## src/rtl/nwq_pkg.sv

```systemverilog
`timescale 1ns/1ps
package nwq_pkg;

  typedef enum logic [1:0] {
    QS_IDLE  = 2'd0,
    QS_OPEN  = 2'd1,
    QS_SPOIL = 2'd2
  } qual_state_e;

  function automatic int unsigned cnt_width(input int unsigned limit);
    return (limit < 2) ? 1 : $clog2(limit + 1);
  endfunction

endpackage

```

## src/rtl/nwq_power_lockout.sv

```systemverilog
`timescale 1ns/1ps
module nwq_power_lockout #(
  parameter int unsigned PWR_DLY_CYC = 625000
) (
  input  logic clk,
  input  logic rst_n,
  input  logic supply_ok,
  output logic write_ok
);

  localparam int unsigned CW = nwq_pkg::cnt_width(PWR_DLY_CYC);
  localparam logic [CW-1:0] LIMIT = CW'(PWR_DLY_CYC);

  logic [CW-1:0] cnt_q;
  logic [CW-1:0] cnt_d;
  logic          cnt_en;

  always_comb begin
    cnt_en = !supply_ok || (cnt_q != LIMIT);
    cnt_d  = supply_ok ? (cnt_q + 1'b1) : '0;
  end

  always_ff @(posedge clk or negedge rst_n) begin
    if (!rst_n)      cnt_q <= '0;
    else if (cnt_en) cnt_q <= cnt_d;
  end

  assign write_ok = supply_ok && (cnt_q == LIMIT);

  AST_LOCK_CAP: assert property (@(posedge clk) disable iff (!rst_n)
    cnt_q <= LIMIT);

  AST_LOCK_RELEASE: assert property (@(posedge clk) disable iff (!rst_n)
    $rose(write_ok) |-> $past(supply_ok));

endmodule

```

## src/rtl/nwq_low_filter.sv

```systemverilog
`timescale 1ns/1ps
module nwq_low_filter #(
  parameter int unsigned MIN_LOW_CYC = 2
) (
  input  logic clk,
  input  logic rst_n,
  input  logic low_both,
  output logic long_enough
);

  localparam int unsigned CW = nwq_pkg::cnt_width(MIN_LOW_CYC);
  localparam logic [CW-1:0] LIM = CW'(MIN_LOW_CYC);

  logic [CW-1:0] cnt_q;
  logic [CW-1:0] cnt_d;

  always_comb begin
    if (!low_both)         cnt_d = '0;
    else if (cnt_q == LIM) cnt_d = cnt_q;
    else                   cnt_d = cnt_q + 1'b1;
  end

  always_ff @(posedge clk or negedge rst_n) begin
    if (!rst_n) cnt_q <= '0;
    else        cnt_q <= cnt_d;
  end

  assign long_enough = (cnt_q == LIM);

  AST_FILTER_CAP: assert property (@(posedge clk) disable iff (!rst_n)
    cnt_q <= LIM);

  AST_FILTER_NEEDS_LOW: assert property (@(posedge clk) disable iff (!rst_n)
    $rose(long_enough) |-> $past(low_both));

endmodule

```

## src/rtl/nwq_cycle_ctl.sv

```systemverilog
`timescale 1ns/1ps
module nwq_cycle_ctl #(
  parameter int unsigned ADDR_W = 17,
  parameter int unsigned DATA_W = 16
) (
  input  logic              clk,
  input  logic              rst_n,
  input  logic              low_both,
  input  logic              oe_n,
  input  logic              write_ok,
  input  logic              long_enough,
  input  logic [ADDR_W-1:0] addr,
  input  logic [DATA_W-1:0] din,
  output logic              wr_stb,
  output logic [ADDR_W-1:0] wr_addr,
  output logic [DATA_W-1:0] wr_data
);

  import nwq_pkg::*;

  qual_state_e       st_q, st_d;
  logic [ADDR_W-1:0] cand_q, cand_d;
  logic              stb_q, stb_d;
  logic [ADDR_W-1:0] a_q;
  logic [DATA_W-1:0] d_q;
  logic              inhibit;
  logic              out_en;

  always_comb begin
    inhibit = !oe_n || !write_ok;
    st_d    = st_q;
    cand_d  = cand_q;
    stb_d   = 1'b0;
    case (st_q)
      QS_IDLE: begin
        if (low_both) begin
          cand_d = addr;
          st_d   = inhibit ? QS_SPOIL : QS_OPEN;
        end
      end
      QS_OPEN: begin
        if (!low_both) begin
          st_d  = QS_IDLE;
          stb_d = long_enough;
        end else if (inhibit) begin
          st_d = QS_SPOIL;
        end
      end
      QS_SPOIL: begin
        if (!low_both) st_d = QS_IDLE;
      end
      default: st_d = QS_IDLE;
    endcase
    out_en = stb_d;
  end

  always_ff @(posedge clk or negedge rst_n) begin
    if (!rst_n) begin
      st_q   <= QS_IDLE;
      cand_q <= '0;
      stb_q  <= 1'b0;
    end else begin
      st_q   <= st_d;
      cand_q <= cand_d;
      stb_q  <= stb_d;
    end
  end

  always_ff @(posedge clk or negedge rst_n) begin
    if (!rst_n) begin
      a_q <= '0;
      d_q <= '0;
    end else if (out_en) begin
      a_q <= cand_q;
      d_q <= din;
    end
  end

  assign wr_stb  = stb_q;
  assign wr_addr = a_q;
  assign wr_data = d_q;

  AST_STB_SINGLE: assert property (@(posedge clk) disable iff (!rst_n)
    wr_stb |=> !wr_stb);

  AST_SPOIL_QUIET: assert property (@(posedge clk) disable iff (!rst_n)
    (st_q == QS_SPOIL) |=> !wr_stb);

  AST_FIELDS_HOLD: assert property (@(posedge clk) disable iff (!rst_n)
    !wr_stb |-> ($stable(wr_addr) && $stable(wr_data)));

endmodule

```

## src/rtl/nvm_write_qualifier.sv

```systemverilog
`timescale 1ns/1ps
module nvm_write_qualifier #(
  parameter int unsigned ADDR_W      = 17,
  parameter int unsigned DATA_W      = 16,
  parameter int unsigned MIN_LOW_CYC = 2,
  parameter int unsigned PWR_DLY_CYC = 625000
) (
  input  logic              clk,
  input  logic              rst_n,
  input  logic              cs_n,
  input  logic              we_n,
  input  logic              oe_n,
  input  logic [ADDR_W-1:0] addr,
  input  logic [DATA_W-1:0] din,
  input  logic              supply_ok,
  output logic              wr_stb,
  output logic [ADDR_W-1:0] wr_addr,
  output logic [DATA_W-1:0] wr_data
);

  localparam int unsigned RST_STAGES = 2;

  logic [RST_STAGES-1:0] rst_pipe;
  logic                  rst_int_n;
  logic                  low_both;
  logic                  long_enough;
  logic                  write_ok;

  always_ff @(posedge clk or negedge rst_n) begin
    if (!rst_n) rst_pipe <= '0;
    else        rst_pipe <= {rst_pipe[RST_STAGES-2:0], 1'b1};
  end

  assign rst_int_n = rst_pipe[RST_STAGES-1];
  assign low_both  = !cs_n && !we_n;

  nwq_power_lockout #(.PWR_DLY_CYC(PWR_DLY_CYC)) u_lock (
    .clk      (clk),
    .rst_n    (rst_int_n),
    .supply_ok(supply_ok),
    .write_ok (write_ok)
  );

  nwq_low_filter #(.MIN_LOW_CYC(MIN_LOW_CYC)) u_filt (
    .clk        (clk),
    .rst_n      (rst_int_n),
    .low_both   (low_both),
    .long_enough(long_enough)
  );

  nwq_cycle_ctl #(.ADDR_W(ADDR_W), .DATA_W(DATA_W)) u_ctl (
    .clk        (clk),
    .rst_n      (rst_int_n),
    .low_both   (low_both),
    .oe_n       (oe_n),
    .write_ok   (write_ok),
    .long_enough(long_enough),
    .addr       (addr),
    .din        (din),
    .wr_stb     (wr_stb),
    .wr_addr    (wr_addr),
    .wr_data    (wr_data)
  );

  AST_STB_AFTER_PAIR: assert property (@(posedge clk) disable iff (!rst_int_n)
    wr_stb |-> ($past(cs_n || we_n) && $past(!cs_n && !we_n, 2)));

  AST_STB_OE_HIGH: assert property (@(posedge clk) disable iff (!rst_int_n)
    wr_stb |-> $past(oe_n, 2));

  AST_STB_POWERED: assert property (@(posedge clk) disable iff (!rst_int_n)
    wr_stb |-> $past(write_ok, 2));

  AST_STB_SUPPLY: assert property (@(posedge clk) disable iff (!rst_int_n)
    wr_stb |-> $past(supply_ok, 2));

endmodule

```

## config.mk

```make
export PLATFORM = sky130hd
export DESIGN_NAME = nvm_write_qualifier
export DESIGN_NICKNAME = d
export VERILOG_FILES = /design/src/rtl/nwq_pkg.sv /design/src/rtl/nwq_power_lockout.sv /design/src/rtl/nwq_low_filter.sv /design/src/rtl/nwq_cycle_ctl.sv /design/src/rtl/nvm_write_qualifier.sv
export SDC_FILE = /design/constraint.sdc
export NUM_CORES = 1
export LEC_CHECK = 0
export ABC_AREA = 1
export BUFFER_PORTS_ARGS = -buffer_cell sky130_fd_sc_hd__buf_4
export CAP_MARGIN = 20
export CORE_MARGIN = 1
export CORE_UTILIZATION = 25
export DETAILED_ROUTE_END_ITERATION = 8
export PLACE_DENSITY = 0.41
export SYNTH_ARGS = -nofsm -noshare
export SYNTH_HDL_FRONTEND = slang
export SYNTH_SLANG_ARGS = --single-unit
```

## constraint.sdc

```tcl
create_clock -name clk -period 6.6 [get_ports clk]
set_input_delay 1.32 -clock clk [delete_from_list [all_inputs] [get_ports clk]]
set_output_delay 1.32 -clock clk [all_outputs]
set_load 0.01 [all_outputs]
```

Word-level counts from Yosys, hierarchy flattened. Index checks and enable logic that the tools add are counted. W data, S select, Z words.

$add $sub $neg: 2. Equality and inequality tests: 9. Mux-type cells: 11. Reduce and logical (&&, ||, !) cells: 12.

Operators with widths (count): $add A20 B1 Y20 const B (1); $eq A20 B20 Y1 const B (1); $mux W20 (1); $ne A20 B20 Y1 const B (1); $mux W2 (7); $pmux W2 S3 (1); $logic_not A1 Y1 (5); $eq A2 B2 Y1 const B (2); $ne A2 B2 Y1 const B (2); $ne A3 B3 Y1 const B (1); $reduce_and A3 Y1 (1); $add A2 B1 Y2 const B (1); $eq A2 B1 Y1 const B (1); $logic_and A1 B1 Y1 (2); $logic_not A2 Y1 (1); $logic_or A1 B1 Y1 (2); $mux W1 (2); $ne A2 B1 Y1 const B (1); $reduce_and A2 Y1 (1).

Bits in registers: 77. Bits of input ports: 39. Output and inout bits: 34.

Longest topological paths before layout. Gate-level depths: netlist of run 1.

Depth in word-level cells: 7. Gate-level depth with buffers: 9. Gate-level depth less buffers: 9.

By module. From an unflattened synthesis of run 1, not the netlist that was laid out.

Cells, all modules: 441. Area, all modules: 3632.2 sq um.

By module, submodules not included: nwq_cycle_ctl (times used 1, cells each 229, area each 2129.5 sq um, sequential area each 1326.3 sq um); nwq_power_lockout (times used 1, cells each 196, area each 1343.8 sq um, sequential area each 500.5 sq um); nwq_low_filter (times used 1, cells each 12, area each 101.3 sq um, sequential area each 50.0 sq um); nvm_write_qualifier (times used 1, cells each 4, area each 57.6 sq um, sequential area each 50.0 sq um).

Worst setup path before layout of run 1. Ideal clock, no wire load.

Path kind: input to register. From: in cs_n. To: reg u_ctl.cand_q[10]. Setup time: 125 ps. Data arrival time: 2049 ps. Required time: 6475 ps. Slack: 4426 ps. Stages on the path: 4. Path buffers: 1. Path through: nor2_4 > nand3_4 > buf_6 > mux2_4.

Longest elaborated chain between the ends: 3.

RTL lines: start: declaration (line nvm_write_qualifier.sv:10) `input logic cs_n,`; $logic_not A1 Y1 (line nvm_write_qualifier.sv:35) `assign low_both = !cs_n && !we_n;`; $logic_and A1 B1 Y1 (line nvm_write_qualifier.sv:35); $reduce_and A2 Y1 (no source line); end signal: assignment (line nwq_cycle_ctl.sv:64) `cand_q <= cand_d;`; end: declaration (line nwq_cycle_ctl.sv:22) `logic [ADDR_W-1:0] cand_q, cand_d;`.

Every way passes these cells. A chain may end at the register's enable or synchronous reset.

Final worst setup path of run 1.
From: in cs_n. To: reg u_ctl.a_q[3], in the netlist u_ctl.wr_addr[3].

Longest elaborated chain between the ends: 4.

RTL lines: $logic_not A1 Y1 (line nvm_write_qualifier.sv:35); $logic_and A1 B1 Y1 (line nvm_write_qualifier.sv:35); $mux W1 (line nwq_cycle_ctl.sv:42) `if (!low_both) begin`; $mux W1 (line nwq_cycle_ctl.sv:34) `case (st_q)`; end signal: assignment (line nwq_cycle_ctl.sv:74) `a_q <= cand_q;`; end: declaration (line nwq_cycle_ctl.sv:24) `logic [ADDR_W-1:0] a_q;`.

Every way passes these cells.

==> results of run 1 <==
worst max-delay path by stage:
stage | end | slack, ns | cells after the start | startpoint
after CTS | u_ctl.wr_addr[3] | 3.48 | 7 | cs_n
after global placement | u_ctl.wr_data[4] | 3.18 | 7 | cs_n
final | u_ctl.wr_addr[3] | 3.58 | 7 | cs_n
after global routing | u_ctl.wr_addr[14] | 3.30 | 7 | cs_n
after detailed placement | u_ctl.wr_data[0] | 3.13 | 7 | cs_n
after floorplan | u_ctl.cand_q[0] | 4.30 | 0 | rst_pipe[1]
sequential cells by signal (all words and copies together) (netlist names):
signal and count:
u_ctl.wr_addr 17, u_lock.cnt_q 20, u_ctl.st_q 2, u_ctl.cand_q 17
u_ctl.wr_stb 1, u_filt.cnt_q 2, rst_pipe 2, u_ctl.wr_data 16
cell usage in the layout (no fill, tap or decap), types with 4 or more instances in the layout:
cell / instances
a21oi_1: 11
buf_4: 72
clkbuf_16: 9
dfrtp_1: 76
inv_1: 31
inv_2: 4
mux2_2: 8
mux2_4: 8
nand2_1: 150
nand3_1: 11
nor2_1: 41
nor2_4: 6
nor3_1: 7
o21ai_0: 6
o21ai_1: 4
layer usage:
layer	track usage (%)	vias to the layer above	routed length, um
li1	-	1372	-
met1	15.9	1270	3960
met2	18.4	58	3700
met3	4.09	4	367
met4	3.75	0	83
met5	0	-	0
power by group:
group          internal [mW]  switching, mW  total, mW
clock                  0.340          0.193      0.534
combinational         0.0391         0.0269     0.0660
sequential             0.494         0.0134      0.507
total                  0.873          0.234       1.11
area by class of cell:
cell class | count | area [um2]
fill | 1405 | 8860
sequential | 77 | 1930
multi-input combinational | 272 | 1370
timing repair buffer | 73 | 568
clock buffer | 10 | 239
tap | 176 | 220
inverter | 35 | 131
clock inverter | 6 | 86.3
metrics by stage:
| stage | instance area, um2 | utilization [%] | hold slack [ns] |
|---|---|---|---|
| final | 4540 | 33.9 | 0.173 |
| after global routing | 4540 | 33.9 | 0.187 |
| after CTS | 4520 | 33.7 | 0.357 |
| after detailed placement | 4190 | 31.3 | 0.344 |
| after global placement | 4190 | 31.3 | 0.339 |
| after floorplan | 3480 | - | 0.331 |
critical path, delay by kind of cell:
family        cells  cell delay, ns
buf+inv           3            0.99
simple gates      4            0.96
cell families after synthesis:
kind of cell	synth area share, %
buf+inv	5.22
other cells	0.108
compound gates	3.71
xor+xnor	0.252
flops	55.4
mux	6.05
fa+ha+maj	1.08
simple gates	28.1
==> results.md, run 1 <==
- Max Slew Vio Count: 0
- Layout cell share with drive strength beyond 1: 26.2%
- Yosys top cell area share: 55.4%
- CTS tree: built
- Leak: 2.31 nW
- Number of synthesized flops with an enable pin: 0
- Critical path peak fanout: 35
- Warnings from Yosys: 0
- DR pass1 iterations: 4
- Die Wd: 120 um
- Hold Violations, Final: 0
- Pwr Density: 244 nW/um2
- Setup Viol. Count Final: 0
- GP Congestion: 0.742
- Critical path's slowest cell: inv_2
- DP Wirelength: 5.49 mm
- Max clock buf depth: 2
- Slew @ Worst Pin: 0.962 ns
- Post-CTS setup buffer count: 0
- Placed cells: 632
- Number of port buffers: 72
- FF-to-FF Start: u_filt.cnt_q[0]
- Endpoint class of the critical path: register
- Top-Level Pins: 73
- Maxcap violations: 0
- CP Data Arrival Time: 3.29 ns
- Largest net degree at the start of global routing: 76
- #FFs+latches synth: 77
- Worst-path clk slew: 0.06 ns
- Status: finished, final reports clean
- DRT iter0 DRCs: 125
- Initial antenna violation count: 0
- Final min period: 3.02 ns
- TNS Setup: 0 ns
- Worst reg-to-reg setup slack: 4.02 ns
- CP Cell Sequence: buf_4, nor2_4, inv_2, nand4_2, inv_2, nand2_1, nand2_1
- Ys flop type: dfrtp_1
- Die Span Y: 120 um
- Asr flop ratio synth: 100%
- Residual DRC: 0
- Maximum vdd drop: 125 uV
- Mapped Nets: 435
- CTS H-Tree Depth: 3
- Synth top cells by count: nand2_1 (150), dfrtp_1 (77), nor2_1 (41)
- Ant diodes: 0
- GRT Util Overall: 12.0%
- CP startpoint kind: input port
- Min-delay worst type: reg2async
- Reg2reg end: u_ctl.wr_addr[3]
- Final net count: 510
- Period utilisation layout: 45.8%
- Slew headroom: 35.7%
- RSZ-0062 raised after global routing: no
- Initial Util: 25.9%
- Dpl ws: 3.13 ns
- Yosys cell types: 30
- Mean Syn Cell Area: 8.84 um2
- CTS Buf Count: 9
- Core Area: 13,400 um2
- Drt wl/cell: 12.5 um
- Clock sink count: 77
- FMAX: 0.331 GHz
- Synthesized instance count: 393
- Clock root buffer: clkbuf_16
- Final WL: 8.11 mm
- Synthesis-to-layout area growth: 30.7%
- Most frequent cell after synthesis: nand2_1
- Synth area leaders: dfrtp_1 (55%), nand2_1 (16%), nor2_1 (4.4%)
- # hold bufs at CTS: 0
- Post-CTS Resized: 0
- Die ar.: 14,400 um2
- Total gr overflow: 0
- Fin cells: 649
- CP required: 6.87 ns
- Vias in the first global route: 2,628
- Worst reg2reg path depth: 6
- PnR worst setup slack: 3.58 ns
- Yosys top cell by area: dfrtp_1
- Setup CP Type: in2reg
- CP peak stage delay: 0.84 ns
- Cell Area, Synth: 3480 um2
- Routed via count: 2,704
- First-pass GRT wire length: 13.3 mm
- Vias per cell: 4.17
- Clk_lat worst skew: 0.34 ns
- Num rows: 42
- Pwr Total: 1.11 mW
- DRT antenna net count: 0
- Setup Skew: 0.00680 ns
- Register area share after synthesis: 55.4%
No activity file was read; power rests on OpenSTA's default activity.
==> run 2, diff against run 1 <==
--- a/config.mk
+++ b/config.mk
@@ -5,13 +5,13 @@
 export SDC_FILE = /design/constraint.sdc
 export NUM_CORES = 1
 export LEC_CHECK = 0
-export ABC_AREA = 1
+export ABC_AREA = 0
 export BUFFER_PORTS_ARGS = -buffer_cell sky130_fd_sc_hd__buf_4
 export CAP_MARGIN = 20
 export CORE_MARGIN = 1
 export CORE_UTILIZATION = 25
 export DETAILED_ROUTE_END_ITERATION = 8
-export PLACE_DENSITY = 0.41
+export PLACE_DENSITY = 0.43
 export SYNTH_ARGS = -nofsm -noshare
 export SYNTH_HDL_FRONTEND = slang
 export SYNTH_SLANG_ARGS = --single-unit
==> constraint.sdc (replaced) <==
create_clock -name clk -period 2.77 [get_ports clk]
set_input_delay 0.554 -clock clk [delete_from_list [all_inputs] [get_ports clk]]
set_output_delay 0.554 -clock clk [all_outputs]
set_load 0.01 [all_outputs]
==> run 2 against run 1 <==
Compared with the run above: first-iteration DRC count down 18%; worst hold slack improved by 0.020 ns; highest routed layer unchanged; worst setup slack lost 2.6 ns; final cell count decreased by 23%; clock-buffer cell count increased by 1; critical endpoint is now u_lock.cnt_q[18]; sequential power increased by 140%; design area decreased by 5.2%.
==> results.md, run 2 <==
- Largest net degree at the start of global routing: 76 (unchanged)
- Fraction of the mapped netlist area in adder cells: 1.15% (+0.071 points)
- Mapped Nets: 286 (-34%)
- Synth Area in Compound Gates: 3.34% (-0.37 points)
- Largest Register: u_lock.cnt_q
- Register area share after synthesis: 59.1% (+3.6 points)
- DRT iter0 DRCs: 102 (-18%)
- Commonest non-fill, non-tap cell in the layout: dfrtp_1
- Clk_lat worst skew: 0.33 ns (about the same)
- Period utilisation layout: 64.8%
- Asr flop ratio synth: 100% (unchanged)
- TNS Setup: 0 ns (unchanged)
- CP startpoint kind: register
- Routed via count: 2,186 (-19%)
- Die Span Y: 116 um (-3.1%)
- Initial Util: 25.7% (-0.20 points)
- FMAX: 0.557 GHz
- Final WL: 6.66 mm (-18%)
- First-pass GRT wire length: 11.0 mm (-17%)
- Setup Skew: 0.00695 ns (+0.000148 ns)
- Min-delay worst type: reg2async
- PnR worst setup slack: 0.975 ns (-2.60 ns)
- Total gr overflow: 0 (unchanged)
- Pwr Total: 2.51 mW (+130%)
- Worst-path clk slew: 0.06 ns (about the same)
- Core Area: 12,700 um2 (-5.4%)
- CP Cell Sequence: ha_1, and4_1, nand2_1, or4_1, a21oi_1
- Worst reg-to-reg setup slack: 0.97 ns (-3.05 ns)
- CTS tree: built
- Setup CP Type: reg2reg
- Initial antenna violation count: 0 (unchanged)
- Synthesized instance count: 244 (-38%)
- Slew headroom: 66.3% (+31 points)
- Drt wl/cell: 13.3 um (+6.8%)
- Leak: 2.01 nW (-13%)
- Number of synthesized flops with an enable pin: 0 (unchanged)
- Post-CTS setup buffer count: 0 (unchanged)
- Vias per cell: 4.38 (+5.1%)
- Ys flop type: dfrtp_1
- Max FFs per register: 20 (unchanged)
- Most frequent cell after synthesis: dfrtp_1
- Setup Viol. Count Final: 0 (unchanged)
- Yosys top cell by area: dfrtp_1
- FF-to-FF Start: u_lock.cnt_q[0]
- Residual DRC: 0 (unchanged)
- DP Wirelength: 4.40 mm (-20%)
- Max clock buf depth: 2 (unchanged)
- CTS Buf Count: 9 (unchanged)
- #FFs+latches synth: 77 (unchanged)
- RSZ-0062 raised after global routing: no
- Die ar.: 13,500 um2 (-6.1%)
- Pwr Density: 583 nW/um2 (+140%)
- Reg2reg end: u_lock.cnt_q[18]
- Vias in the first global route: 2,238 (-15%)
- Slew @ Worst Pin: 0.502 ns (-0.459 ns)
- Layout cell share with drive strength beyond 1: 45.0% (+19 points)
- CTS H-Tree Depth: 3 (unchanged)
- DRT antenna net count: 0 (unchanged)
- Critical path's slowest cell: or4_1
- Synth top cells by count: dfrtp_1 (77), mux2_2 (50), nor2_1 (14)
- Largest family of logic cells by synthesized area: multiplexers
- Xor-xnor portion of the synthesized cell area: 2.95% (+2.7 points)
- Synth area leaders: dfrtp_1 (59%), mux2_2 (17%), xor2_1 (2.7%)
- Worst reg2reg path depth: 5 (-1)
- Cell Area, Synth: 3260 um2 (-6.2%)
- Stages on the worst setup path: 5 (-2)
- CP Data Arrival Time: 2.04 ns (-1.25 ns)
- Status: finished, final reports clean
- Share of synthesized cell area in and, or, nand and nor gates: 12.8% (-15 points)
- Endpoint class of the critical path: register
- Final net count: 365 (-28%)
- Yosys top cell area share: 59.1% (+3.6 points)
- Synthesis-to-layout area growth: 32.0%
- Mux share of post-synthesis cell area: 18.2% (+12 points)
- Max Slew Vio Count: 0 (unchanged)
- Clock sink count: 77 (unchanged)
- Maxcap violations: 0 (unchanged)
- DR pass1 iterations: 4 (unchanged)
- Placed cells: 482 (-24%)
- Commonest cells after routing, fill and taps aside: dfrtp_1 (76), buf_4 (74), mux2_2 (50)
- Number of port buffers: 72 (unchanged)
- Clock root buffer: clkbuf_16
- Yosys cell types: 38 (+27%)
- Dpl ws: 0.734 ns (-2.39 ns)
- Hold_ws: 0.193 ns (+0.0198 ns)
- Final min period: 1.80 ns
- Warnings from Yosys: 0 (unchanged)
- Top-Level Pins: 73 (unchanged)
- GRT Util Overall: 10.8% (-1.3 points)
- Ant diodes: 0 (unchanged)
- CP required: 3.01 ns (-3.86 ns)
- Worst Path Buf+Inv: 0 (-3)
- Fin cells: 499 (-23%)
- Hold Violations, Final: 0 (unchanged)
- Maximum vdd drop: 221 uV (+76%)
- Critical path's top delay family: simple AND/OR/NAND/NOR gates
- Num rows: 41 (-2.4%)
- Mean Syn Cell Area: 13.4 um2 (+51%)
- GP Congestion: 0.711 (-4.1%)
- CP peak stage delay: 0.46 ns (-0.38 ns)
- Die Wd: 116 um (-3.1%)
- Critical path peak fanout: 5 (-86%)
run 2: worst max-delay path by stage:
stage                         start           endpoint
finish              u_lock.cnt_q[0]   u_lock.cnt_q[18]
global route        u_lock.cnt_q[0]   u_lock.cnt_q[18]
CTS                 u_lock.cnt_q[0]   u_lock.cnt_q[18]
detailed placement             we_n  u_ctl.wr_data[12]
global placement               cs_n  u_ctl.wr_data[11]
floorplan               rst_pipe[1]    u_ctl.cand_q[0]
run 2: power by group:
group | total (mW) | internal (mW) | switching [mW] | leakage [nW]
Combinational | 0.145 | 0.0873 | 0.0579 | 0.836
Clock | 1.15 | 0.716 | 0.439 | 0.145
Sequential | 1.21 | 1.18 | 0.0326 | 1.03
run 2: logic make-up after synthesis:
| kind of cell | count (synthesis) |
|---|---|
| other cells | 1 |
| mux | 53 |
| buf+inv | 13 |
| xor+xnor | 11 |
| fa+ha+maj | 3 |
| flops | 77 |
| simple gates | 67 |
| compound gates | 19 |
run 2: timing repair:
action / CTS / global route
hold endpoints to repair: 2 / 0
hold buffers: 1 / 0
resized for setup: 0 / 0
run 2: worst reg2reg max path, cell delays in order, from the launching register on:
cell and delay [ns]:
dfrtp_1 0.42, ha_1 0.25, and4_1 0.34, nand2_1 0.10, or4_1 0.46, a21oi_1 0.15
run 2: layout make-up:
type                    instances  area [um2]
clock inverters                 4        48.8
well taps                     172         215
clock buffers                  11         243
inverters                       5        18.8
repair buffers                 76         593
fillers                      1299        8370
flip-flops and latches         77        1930
multi-input cells             154        1260
run 2: through the flow:
| step | util (%) | instance area (um2) |
|---|---|---|
| floorplan | - | 3260 |
| global placement | 31.4 | 3980 |
| detailed placement | 31.4 | 3980 |
| CTS | 33.8 | 4280 |
| global route | 34.0 | 4310 |
| finish | 34.0 | 4310 |
run 2: metal layers:
layer	GRT usage, %	vias up	share of wire, %
li1	-	1039	-
met1	13.6	1084	47
met2	16.9	55	46
met3	3.48	8	5.6
met4	4.62	0	1.2
met5	0	-	0
